### config.mk
export PLATFORM = sky130hd
export DESIGN_NAME = spim_engine
export DESIGN_NICKNAME = d
export VERILOG_FILES = /design/src/rtl/spim_pkg.sv /design/src/rtl/spim_baud.sv /design/src/rtl/spim_txq.sv /design/src/rtl/spim_shifter.sv /design/src/rtl/spim_rxbuf.sv /design/src/rtl/spim_engine.sv
export SDC_FILE = /design/constraint.sdc
export NUM_CORES = 1
export LEC_CHECK = 0
export BUFFER_PORTS_ARGS = -buffer_cell sky130_fd_sc_hd__buf_4
export CORE_MARGIN = 3
export CORE_UTILIZATION = 45
export DETAILED_ROUTE_END_ITERATION = 16
export PLACE_DENSITY = 0.65
export SETUP_SLACK_MARGIN = 0.3
export SKIP_CTS_REPAIR_TIMING = 1
export SYNTH_ARGS = -nofsm -noshare
export SYNTH_HDL_FRONTEND = slang
export SYNTH_HIERARCHICAL = 1
export SYNTH_SLANG_ARGS = --single-unit
### constraint.sdc
create_clock -name clk -period 3.8 [get_ports clk]
set_clock_uncertainty 0.15 [all_clocks]
set_input_delay 0.19 -clock clk [delete_from_list [all_inputs] [get_ports clk]]
set_output_delay 0.19 -clock clk [all_outputs]
set_load 0.01 [all_outputs]
### src/rtl/spim_pkg.sv
package spim_pkg;

    localparam int DATA_W   = 8;
    localparam int DIV_W    = 12;
    localparam int RX_DEPTH = 2;
    localparam int NUM_IRQ  = 3;

    typedef enum logic {
        SH_IDLE = 1'b0,
        SH_RUN  = 1'b1
    } sh_state_e;

    typedef struct packed {
        logic cpol;
        logic cpha;
        logic lsb_first;
    } spi_mode_t;

    // Serial clock level for the current half of a bit while a transfer runs.
    function automatic logic sck_level(input spi_mode_t m, input logic second_half);
        return m.cpol ^ m.cpha ^ second_half;
    endfunction

endpackage

### src/rtl/spim_baud.sv
module spim_baud #(
    parameter int DIV_W = spim_pkg::DIV_W
) (
    input  logic             clk,
    input  logic             rst,
    input  logic             run,
    input  logic [DIV_W-1:0] div,
    output logic             tick
);
    logic [DIV_W-1:0] cnt;

    assign tick = run && (cnt == div);

    always_ff @(posedge clk) begin
        if (rst) begin
            cnt <= '0;
        end else if (!run || tick) begin
            cnt <= '0;
        end else begin
            cnt <= cnt + 1'b1;
        end
    end

    AST_TICK_SPACING: assert property (@(posedge clk) disable iff (rst)
        (tick && div != '0) |=> !tick);

    AST_TICK_NEEDS_RUN: assert property (@(posedge clk) disable iff (rst)
        (!run) |=> (cnt == '0));

endmodule

### src/rtl/spim_txq.sv
module spim_txq #(
    parameter int W = spim_pkg::DATA_W
) (
    input  logic         clk,
    input  logic         rst,
    input  logic         wr,
    input  logic [W-1:0] wdata,
    input  logic         pop,
    output logic         accept,
    output logic         valid,
    output logic [W-1:0] data
);
    assign accept = wr && (!valid || pop);

    always_ff @(posedge clk) begin
        if (rst) begin
            valid <= 1'b0;
            data  <= '0;
        end else begin
            if (accept) begin
                data <= wdata;
            end
            if (accept) begin
                valid <= 1'b1;
            end else if (pop) begin
                valid <= 1'b0;
            end
        end
    end

    AST_TXQ_FULL_KEEP: assert property (@(posedge clk) disable iff (rst)
        (valid && wr && !pop) |=> (valid && $stable(data)));

    AST_TXQ_POP_VALID: assert property (@(posedge clk) disable iff (rst)
        pop |-> valid);

endmodule

### src/rtl/spim_shifter.sv
module spim_shifter
    import spim_pkg::*;
#(
    parameter int W = spim_pkg::DATA_W
) (
    input  logic         clk,
    input  logic         rst,
    input  spi_mode_t    mode,
    input  logic         tick,
    input  logic         q_valid,
    input  logic [W-1:0] q_data,
    input  logic         miso,
    output logic         q_pop,
    output logic         run,
    output logic         sck,
    output logic         mosi,
    output logic         rx_push,
    output logic [W-1:0] rx_byte,
    output logic         done_pulse
);
    localparam int CNT_W = (W > 1) ? $clog2(W) : 1;
    localparam logic [CNT_W-1:0] LAST_BIT = CNT_W'(W - 1);

    sh_state_e        st;
    logic [CNT_W-1:0] bitcnt;
    logic             half;
    logic [W-1:0]     tx_sr;
    logic [W-1:0]     rx_sr;
    logic             bit_end;
    logic             last;

    assign run     = (st == SH_RUN);
    assign last    = (bitcnt == LAST_BIT);
    assign bit_end = run && tick && half;

    assign q_pop      = (!run && q_valid) || (bit_end && last && q_valid);
    assign rx_push    = bit_end && last;
    assign rx_byte    = rx_sr;
    assign done_pulse = bit_end && last && !q_valid;

    assign sck  = run ? sck_level(mode, half) : mode.cpol;
    assign mosi = mode.lsb_first ? tx_sr[0] : tx_sr[W-1];

    always_ff @(posedge clk) begin
        if (rst) begin
            st     <= SH_IDLE;
            bitcnt <= '0;
            half   <= 1'b0;
            tx_sr  <= '0;
            rx_sr  <= '0;
        end else begin
            case (st)
                SH_IDLE: begin
                    if (q_valid) begin
                        tx_sr  <= q_data;
                        st     <= SH_RUN;
                        half   <= 1'b0;
                        bitcnt <= '0;
                    end
                end
                default: begin
                    if (tick) begin
                        if (!half) begin
                            rx_sr <= mode.lsb_first ? {miso, rx_sr[W-1:1]}
                                                    : {rx_sr[W-2:0], miso};
                            half  <= 1'b1;
                        end else begin
                            half <= 1'b0;
                            if (last) begin
                                bitcnt <= '0;
                                if (q_valid) begin
                                    tx_sr <= q_data;
                                end else begin
                                    st <= SH_IDLE;
                                end
                            end else begin
                                bitcnt <= bitcnt + 1'b1;
                                tx_sr  <= mode.lsb_first ? (tx_sr >> 1) : (tx_sr << 1);
                            end
                        end
                    end
                end
            endcase
        end
    end

    AST_MOSI_HELD: assert property (@(posedge clk) disable iff (rst)
        (run && !(tick && half)) |=> $stable(mosi));

    AST_SCK_SETTLES: assert property (@(posedge clk) disable iff (rst)
        (run && !tick) |=> $stable(sck));

endmodule

### src/rtl/spim_rxbuf.sv
module spim_rxbuf #(
    parameter int W     = spim_pkg::DATA_W,
    parameter int DEPTH = spim_pkg::RX_DEPTH
) (
    input  logic         clk,
    input  logic         rst,
    input  logic         push,
    input  logic [W-1:0] pdata,
    input  logic         pop,
    output logic [W-1:0] head,
    output logic         avail,
    output logic         overrun
);
    localparam int PTR_W = (DEPTH > 1) ? $clog2(DEPTH) : 1;
    localparam int CNT_W = $clog2(DEPTH + 1);
    localparam logic [PTR_W-1:0] PTR_LAST = PTR_W'(DEPTH - 1);
    localparam logic [CNT_W-1:0] CNT_FULL = CNT_W'(DEPTH);

    logic [W-1:0]     mem [DEPTH];
    logic [PTR_W-1:0] wp, rp;
    logic [CNT_W-1:0] cnt;
    logic             do_pop, do_push, full;

    assign full    = (cnt == CNT_FULL);
    assign do_pop  = pop && (cnt != '0);
    assign do_push = push && (!full || do_pop);
    assign head    = mem[rp];
    assign avail   = (cnt != '0);

    always_ff @(posedge clk) begin
        if (rst) begin
            wp      <= '0;
            rp      <= '0;
            cnt     <= '0;
            overrun <= 1'b0;
        end else begin
            if (do_push) begin
                wp <= (wp == PTR_LAST) ? '0 : wp + 1'b1;
            end
            if (do_pop) begin
                rp <= (rp == PTR_LAST) ? '0 : rp + 1'b1;
            end
            if (do_push && !do_pop) begin
                cnt <= cnt + 1'b1;
            end else if (do_pop && !do_push) begin
                cnt <= cnt - 1'b1;
            end
            if (do_pop) begin
                overrun <= 1'b0;
            end else if (push && !do_push) begin
                overrun <= 1'b1;
            end
        end
    end

    for (genvar g = 0; g < DEPTH; g++) begin : g_slot
        always_ff @(posedge clk) begin
            if (rst) begin
                mem[g] <= '0;
            end else if (do_push && wp == PTR_W'(g)) begin
                mem[g] <= pdata;
            end
        end
    end

    AST_RX_KEEP_OLDEST: assert property (@(posedge clk) disable iff (rst)
        (full && push && !pop) |=> (overrun && $stable(head) && avail));

    AST_RX_OVR_CLEAR: assert property (@(posedge clk) disable iff (rst)
        (overrun && pop) |=> !overrun);

    AST_RX_POP_EMPTIES: assert property (@(posedge clk) disable iff (rst)
        (cnt == CNT_W'(1) && pop && !push) |=> !avail);

endmodule

### src/rtl/spim_engine.sv
module spim_engine
    import spim_pkg::*;
#(
    parameter int W     = spim_pkg::DATA_W,
    parameter int DIV_W = spim_pkg::DIV_W,
    parameter int DEPTH = spim_pkg::RX_DEPTH
) (
    input  logic             clk,
    input  logic             rst,
    input  logic             cfg_cpol,
    input  logic             cfg_cpha,
    input  logic             cfg_lsb_first,
    input  logic [DIV_W-1:0] cfg_div,
    input  logic             tx_wr,
    input  logic [W-1:0]     tx_data,
    input  logic             rx_rd,
    output logic [W-1:0]     rx_data,
    input  logic             ie_tx_empty,
    input  logic             ie_tx_done,
    input  logic             ie_rx_avail,
    output logic             sck,
    output logic             mosi,
    input  logic             miso,
    output logic             tx_empty,
    output logic             tx_done,
    output logic             rx_avail,
    output logic             rx_overrun,
    output logic             irq_tx_empty,
    output logic             irq_tx_done,
    output logic             irq_rx_avail
);
    spi_mode_t      mode;
    logic           tick, sh_run, q_pop, q_accept, q_valid;
    logic [W-1:0]   q_data, rx_byte;
    logic           rx_push, done_pulse;
    logic [NUM_IRQ-1:0] flag_vec, en_vec, irq_vec;

    assign mode = '{cpol: cfg_cpol, cpha: cfg_cpha, lsb_first: cfg_lsb_first};

    spim_baud #(.DIV_W(DIV_W)) baud_i (
        .clk  (clk),
        .rst  (rst),
        .run  (sh_run),
        .div  (cfg_div),
        .tick (tick)
    );

    spim_txq #(.W(W)) txq_i (
        .clk    (clk),
        .rst    (rst),
        .wr     (tx_wr),
        .wdata  (tx_data),
        .pop    (q_pop),
        .accept (q_accept),
        .valid  (q_valid),
        .data   (q_data)
    );

    spim_shifter #(.W(W)) shifter_i (
        .clk        (clk),
        .rst        (rst),
        .mode       (mode),
        .tick       (tick),
        .q_valid    (q_valid),
        .q_data     (q_data),
        .miso       (miso),
        .q_pop      (q_pop),
        .run        (sh_run),
        .sck        (sck),
        .mosi       (mosi),
        .rx_push    (rx_push),
        .rx_byte    (rx_byte),
        .done_pulse (done_pulse)
    );

    spim_rxbuf #(.W(W), .DEPTH(DEPTH)) rxbuf_i (
        .clk     (clk),
        .rst     (rst),
        .push    (rx_push),
        .pdata   (rx_byte),
        .pop     (rx_rd),
        .head    (rx_data),
        .avail   (rx_avail),
        .overrun (rx_overrun)
    );

    assign tx_empty = !q_valid;

    always_ff @(posedge clk) begin
        if (rst) begin
            tx_done <= 1'b0;
        end else if (q_accept) begin
            tx_done <= 1'b0;
        end else if (done_pulse) begin
            tx_done <= 1'b1;
        end
    end

    assign flag_vec = {rx_avail, tx_done, tx_empty};
    assign en_vec   = {ie_rx_avail, ie_tx_done, ie_tx_empty};

    for (genvar g = 0; g < NUM_IRQ; g++) begin : g_irq
        assign irq_vec[g] = flag_vec[g] & en_vec[g];
    end

    assign irq_tx_empty = irq_vec[0];
    assign irq_tx_done  = irq_vec[1];
    assign irq_rx_avail = irq_vec[2];

    AST_DONE_DRAINED: assert property (@(posedge clk) disable iff (rst)
        tx_done |-> (tx_empty && !sh_run));

    AST_DONE_RISE_AFTER_LAST: assert property (@(posedge clk) disable iff (rst)
        $rose(tx_done) |-> $past(rx_push));

endmodule

# == Word level (Yosys, flattened, before mapping) ==
# Memories as Yosys holds them, arrays and structs flattened. A register that Yosys moved wholly into a read port is not among the register bits.
# Index checks and enable logic that the tools add are counted.
# classes
muxes,41
n_eq_ne,5
reduce_logical,35
addsub,6
bitwise,9
# ops
op,n
2-to-1 mux 8 bit,9
2-to-1 mux 1 bit,25
logical AND 1 bit,15
2-to-1 mux 3 bit,5
adder 12 x 1 -> 12 bit (second input constant),1
equality test 12 bit,1
nonzero test 2 bit,4
AND reduction 3 bit,2
OR reduction 2 bit,3
logical NOT 1 bit,5
logical OR 1 bit,4
2-to-1 mux 2 bit,2
!= test 2 bit (second input constant),2
AND reduction 2 bit,2
adder 3 x 1 -> 3 bit (second input constant),1
bitwise AND 1 bit,3
equality test 3 bit (second input constant),1
adder 1 bit (second input constant),2
adder 2 x 1 -> 2 bit (second input constant),1
equality test 2 bit (second input constant),1
inverter 1 bit,2
bitwise OR 1 bit,2
subtractor 2 x 1 -> 2 bit (second input constant),1
bitwise XOR 1 bit,2
# totals
wordCells,110
n_memories,1
out_inout_bits,17
ram_bits,16
reg_bits,48
# mem_list
memory,depth,width,rd,rd_clocked_by_memory_dff,wr,line,rtl
rxbuf_i.mem,2,8,1,1,2,spim_rxbuf.sv:19,logic [W-1:0] mem [DEPTH];

# == Longest topological paths before layout ==
# Gate-level depths: netlist of the first run.
# depth
ltp_word,11
depth_mapped,11
depth_no_buf,11

# == Modules after synthesis ==
# Netlist of the first run, hierarchy kept.
# modules_own_cells
module,area_per_inst_um2,instances,cells_each
spim_shifter,1149.9,1,113
spim_rxbuf,982.2,1,83
spim_baud,686.9,1,73
spim_txq,400.4,1,39
spim_engine,56.3,1,7

# == Worst setup path before layout of the first run ==
# No wires, ideal clock.
# synth_path
path_kind,reg-to-reg
from,register baud_i.cnt[2]
to,memory rxbuf_i/mem[0][0] in the netlist's numbering (enable)
path_stages_with_launch,10
arrival_ps,2503
slack_ps,812
setup_ps,334
path_cell_list,dfxtp_1 xnor2_1 nand4_2 nor4_1 and3_1 and2_1 inv_1 or3_1 buf_6 nand2b_1
# synth_lines
element,line,rtl
start: declaration,spim_baud.sv:10,logic [DIV_W-1:0] cnt;
start signal: assignment,spim_baud.sv:20,cnt <= cnt + 1'b1;
end: declaration,spim_rxbuf.sv:19,

==> results of run 1 <==
## worst min-delay path: cells and delay by family
| kind | cells | cell delay [ns] |
|---|---|---|
| and+or+nand+nor | 1 | 0.06 |
| muxes | 1 | 0.06 |
| buffers and inverters | 1 | 0.11 |
## sequential cells by signal, indices dropped and copies added (netlist names), named ones only
register and flops:
rxbuf_i/mem 16, shifter_i/tx_sr 8, rxbuf_i/rp 1, tx_done 1, txq_i/data 8, baud_i/cnt 12, rxbuf_i/cnt 2, shifter_i/bitcnt 3
rxbuf_i/wp 1, shifter_i/half 1, txq_i/valid 1, shifter_i/rx_byte 8, shifter_i/run 1, rxbuf_i/overrun 1
## cells by family (layout without fill, tap and decap cells)
group,Yosys count,after routing,synth area share
DFF,65,65,0.446
muxes,34,34,0.107
adders and majority gates,4,4,0.0153
AOI/OAI and AO/OA,43,43,0.115
buffers and inverters,24,82,0.0458
and+or+nand+nor,118,118,0.199
xor gates and xnor gates,27,27,0.0722
## power breakdown
group | switching [mW] | internal, mW
logic | 0.0658 | 0.0785
clock network | 0.268 | 0.369
registers | 0.0182 | 0.733
total | 0.352 | 1.18
## metal layers
layer,routed length (um),part of all wire
met2,2760,0.46
met5,0,0
met3,230,0.039
met4,112,0.019
met1,2870,0.48
## Yosys cell counts (all sizes together) (2+ instances only)
library cell,number
nor2,50
dfxtp,49
nand2b,30
mux2i,25
xnor2,20
a21oi,16
edfxtp,16
buf,10
inv,10
mux2,9
a211oi,8
o221a,8
nand3,7
xor2,7
nand2,6
o21ai,6
and3,4
clkbuf,4
ha,4
nand4,4
and2,3
nor2b,3
nor3,3
a21boi,2
nor4,2
or3,2
## metrics by stage
stage | setup WS (ns) | power (mW) | util | hold WS (ns)
2_1_floorplan | 0.812 | 0.853 | - | 0.111
3_3_place_gp | 0.795 | 0.904 | 0.525 | 0.253
3_5_place_dp | 0.705 | 0.906 | 0.525 | 0.259
4_1_cts | 0.664 | 1.55 | 0.556 | -0.107
5_1_grt | 0.522 | 1.60 | 0.568 | 0.00815
6_report | 0.703 | 1.53 | 0.568 | -0.0244
## how the worst max path moves through the flow
stage | cells after the start | to | start | slack, ns
2_1_floorplan | 9 | rxbuf_i/mem[0][0]$_SDFFCE_PN0P_ | baud_i/cnt[2]$_SDFF_PP0_ | 0.81
3_3_place_gp | 9 | rxbuf_i/mem[0][7]$_SDFFCE_PN0P_ | baud_i/cnt[2]$_SDFF_PP0_ | 0.80
3_5_place_dp | 9 | rxbuf_i/mem[0][5]$_SDFFCE_PN0P_ | baud_i/cnt[7]$_SDFF_PP0_ | 0.71
4_1_cts | 9 | rxbuf_i/mem[0][0]$_SDFFCE_PN0P_ | baud_i/cnt[2]$_SDFF_PP0_ | 0.66
5_1_grt | 9 | rxbuf_i/mem[0][0]$_SDFFCE_PN0P_ | baud_i/cnt[2]$_SDFF_PP0_ | 0.52
6_report | 9 | rxbuf_i/mem[0][0]$_SDFFCE_PN0P_ | baud_i/cnt[2]$_SDFF_PP0_ | 0.70
## layout make-up
type                    count  area [um^2]
well taps                  96          120
repair buffers             56          440
clock buffers               9          124
flip-flops and latches     65         1460
multi-input cells         226         1660
clock inverters             7         93.8
fillers                   627         3000
inverters                  10         37.5
==> results_dict.tcl, run 1 <==
set metrics [dict create \
    async_flop_share 0 \
    cts_tree "yes" \
    setup_viol_count_final 0 \
    cts-root-buf "clkbuf_8" \
    wl_per_cell_um 12.7 \
    coreArea_mm2 0.00694 \
    violations "negative hold slack" \
    layout_commonest_cell "dfxtp_1" \
    crit_buf_inv 2 \
    crit_required_ns 3.66 \
    max_stage_delay_ns 0.51 \
    yosysWarnings 6 \
    antenna_found_initial 0 \
    cp_cell_sequence "xnor2_1 > nand4_2 > nor4_1 > buf_4 > and3_1 > and2_1 > inv_1 > or3_1 > nand2b_1" \
    dpl_cell_area_mm2 0.00364 \
    nNetsFinal 403 \
    critical_path_class "register to register" \
    fp.dieW_um 91.3 \
    area_growth_pct 20.3 \
    cts_buffers 9 \
    setup_tns_ns 0 \
    worstPathMaxFanout 10 \
    io_buffer_count 47 \
    synth_area_leaders "dfxtp_1 30%, edfxtp_1 15%, mux2i_1 7.6%" \
    vias_per_cell 4.96 \
    finalMaxSlewViolations 0 \
    hold_start "tx_data[5]" \
    overflow 0 \
    netlist_instances 315 \
    hold_path_end "txq_i/data[5]$_SDFFE_PP0P_" \
    ys_seq_area_frac 0.446 \
    design.die.area_mm2 0.00834 \
    syn-num-nets 350 \
    use_met3 0.0456 \
    htreeDepth 3 \
    gp_congestion 0.831 \
    dpl.hpwl_um 4190 \
    cts.path.max_buffers 2 \
    tightest_slew_ns 0.745 \
    io_pins 48 \
    start_util 0.472 \
    cts_num_sinks 65 \
    r2r_end "rxbuf_i/mem[0][0]$_SDFFCE_PN0P_" \
    outcome "finished with violations" \
    ys_types 44 \
    clk_pin_slew_ns 0.07 \
    grt.busiest_layer "met2" \
    synth_edf_count 16 \
    grt_max_degree 56 \
    reg2reg_from "baud_i/cnt[2]$_SDFF_PP0_" \
    vias 2325 \
    relSlewSlack 0.504 \
    grt_pass1_wl_um 10200 \
    syn_area_mm2 0.00328 \
    grt_pass1_vias 2260 \
    reg2reg_depth 9 \
    grt_util_all_layers 0.152 \
    synth_top_area_share 0.299 \
    rsz0062_at_grt "false" \
    drive_gt1_frac 0.268 \
    core.rowCount 30 \
    drt-initial-drc-count 107 \
    fmax_mhz 323 \
    p_leak_nw 1.48 \
    final_area_mm2 0.00394 \
    end_kind "register" \
    cp.arrival_ns 2.95 \
    synth.avg_cell_area_um2 10.4 \
    reg2reg_slack_ns 0.70 \
    insertion_delay_ns 0.34 \
    antenna_cells 0 \
    ant_nets 0 \
    cap_violations 0 \
    first_pass_iters 4 \
    cp_slowest_cell "or3_1" \
    hold_slack_ns -0.0244 \
    wirelength_um 5970 \
    grt_use_met2 0.239 \
    ys.flop_type "dfxtp_1" \
    finalNonFillerCells 469 \
    synth-seq-cells 65 \
    drc 0 \
    grtUsageMet1 0.192 \
    final-hold-violation-count 1 \
    dp.cells 445 \
    final_cell_mix "49 x dfxtp_1, 48 x buf_4, 39 x nor2_1, 30 x nand2b_1, 25 x mux2i_1" \
    period_share 0.815 \
    cp_top_family "simple AND/OR/NAND/NOR gates" \
    start_kind "register" \
    layout_min_cycle_time_ns 3.10 \
    yosys.area.top_type "dfxtp_1" \
    hp-class "primary input to register" \
    die_y_um 91.3 \
    irDropWorstVdd_v 0.000297 \
    hold_depth 3 \
    power.density_mw_per_mm2 389 \
]
Note: power is estimated with default switching activity, not from simulation.
==> inputs of run 2 (changes only) <==
==> constraint.sdc (replaced) <==
create_clock -name clk -period 2.9 [get_ports clk]
set_clock_uncertainty 0.15 [all_clocks]
set_input_delay 0.145 -clock clk [delete_from_list [all_inputs] [get_ports clk]]
set_output_delay 0.145 -clock clk [all_outputs]
set_load 0.01 [all_outputs]
==> results_dict.tcl, run 2 (synthesized netlist as in run 1, its figures left out) <==
set metrics [dict create \
    outcome "finished, final reports clean" \
    cp.arrival_ns 2.64 \
    insertion_delay_ns 0.34 \
    setup_viol_count_final 0 \
    final-hold-violation-count 0 \
    crit_required_ns 3.02 \
    routed.top_layer "met4" \
    layout_min_cycle_time_ns 2.51 \
    ant_nets 0 \
    dpl.hpwl_um 4270 \
    fin_ws_ns 0.385 \
    dpl_cell_area_mm2 0.00373 \
    met2_length_um 3060 \
    relSlewSlack 0.488 \
    cts_num_sinks 65 \
    p_leak_nw 1.61 \
    cts.path.max_buffers 2 \
    fp.dieW_um 91.3 \
    grt_pass1_vias 2253 \
    nNetsFinal 420 \
    finalNonFillerCells 486 \
    end_kind "register" \
    cp_slowest_cell "dfxtp_4" \
    fmax_mhz 398 \
    combPwrFrac 0.111 \
    start_util 0.472 \
    antenna_cells 0 \
    cts_tree "yes" \
    vias_per_cell 4.93 \
    io_pins 48 \
    overflow 0 \
    regMostFlops "rxbuf_i/mem" \
    cp_top_family "simple AND/OR/NAND/NOR gates" \
    setup_tns_ns 0 \
    tightest_slew_ns 0.767 \
    dp_slack_ns 0.219 \
    cts-root-buf "clkbuf_8" \
    cp_cell_sequence "xnor2_2 > nand4_1 > nor4_4 > and3_4 > and2_4 > inv_2 > nor2_2 > ha_2 > xor2_2 > or3_1 > a21oi_1" \
    cap_violations 0 \
    period_share 0.867 \
    antenna_found_initial 0 \
    drt-met1-wl_um 2900 \
    final_cell_mix "62 x buf_4, 44 x dfxtp_1, 38 x nor2_1, 29 x nand2b_1, 25 x mux2i_1" \
    reg_top3 "rxbuf_i/mem: 16 flops, baud_i/cnt: 12 flops" \
    final_area_mm2 0.00417 \
    htreeDepth 3 \
    finalMaxSlewViolations 0 \
    gp_congestion 0.765 \
    drc 0 \
    coreArea_mm2 0.00694 \
    clk_pin_slew_ns 0.07 \
    start_kind "register" \
    wl_per_cell_um 12.9 \
    pwr-share-clk 0.379 \
    grt_pass1_wl_um 10400 \
    p_sw_mw 0.452 \
    grt_util_all_layers 0.154 \
    first_pass_iters 4 \
    grt_max_degree 34 \
    cts_buffers 9 \
    worstPathMaxFanout 5 \
    wl_met3_um 235 \
    core.rowCount 30 \
    wirelength_um 6270 \
    die_y_um 91.3 \
    vias 2396 \
    pwr-share-seq 0.510 \
    drive_gt1_frac 0.344 \
    layout_commonest_cell "buf_4" \
    crit_buf_inv 1 \
    hp-class "primary input to register" \
    io_buffer_count 47 \
    max_stage_delay_ns 0.38 \
    p_int_mw 1.47 \
    irDropWorstVdd_v 0.000270 \
    drt-initial-drc-count 49 \
    critical_path_class "register to register" \
    area_growth_pct 27.2 \
    dp.cells 452 \
    rsz0062_at_grt "true" \
    largest_reg_flops 16 \
    swShare 0.235 \
    design.die.area_mm2 0.00834 \
    power.density_mw_per_mm2 461 \
    hold_slack_ns 0.0446 \
]
## run 2: changes by cell type in the layout (fill, tap and decap cells not counted), sizes merged
cell,delta
bufinv,-1
clkinvlp,-1
dlygate4sd3,+2
inv,-1
buf,+15
clkbuf,+3
## run 2: final timing paths
check | endpoint | from | slack [ns] | depth (start not counted)
max | rxbuf_i/cnt[1]$_SDFFE_PP0P_ | baud_i/cnt[6]$_SDFF_PP0_ | 0.39 | 11
min | shifter_i/run$_SDFF_PP0_ | rst | 0.04 | 2
max reg2reg | rxbuf_i/cnt[1]$_SDFFE_PP0P_ | baud_i/cnt[6]$_SDFF_PP0_ | 0.39 | 11
min reg2reg | txq_i/data[7]$_SDFFE_PP0P_ | txq_i/data[7]$_SDFFE_PP0P_ | 0.33 | 2
## run 2: stage by stage
step	total power, mW	util
6_report	1.92	0.600
5_1_grt	2.00	0.600
2_1_floorplan	1.12	-
4_1_cts	1.92	0.563
3_3_place_gp	1.19	0.537
3_5_place_dp	1.19	0.537
## run 2: worst reg2reg max path, cell delays in order (launching register included)
cell and delay, ns:
dfxtp_4 0.38, xnor2_2 0.11, nand4_1 0.24, nor4_4 0.30
and3_4 0.24, and2_4 0.16, inv_2 0.04, nor2_2 0.08
ha_2 0.19, xor2_2 0.06, or3_1 0.37, a21oi_1 0.12
## run 2: area by class of cell
type                    count  area [um^2]
repair buffers             73          577
clock buffers              12          135
multi-input cells         226         1770
well taps                  96          120
fillers                   624         2780
inverters                  10         37.5
clock inverters             4         43.8
flip-flops and latches     65         1480
## run 2: metal layers
metal,GRT usage,vias to the layer above
met5,0,-
met4,0.0565,0
met3,0.0398,7
met2,0.250,38
met1,0.197,1119
li1,-,1232
## run 2: power by group through the flow
stage	sequential, mW	combinational (mW)	clock, mW
final	0.979	0.212	0.728
after global placement	1.00	0.189	0
after detailed placement	1.00	0.190	0
after CTS	0.982	0.191	0.742
after floorplan	0.995	0.125	0
after global routing	0.983	0.232	0.786
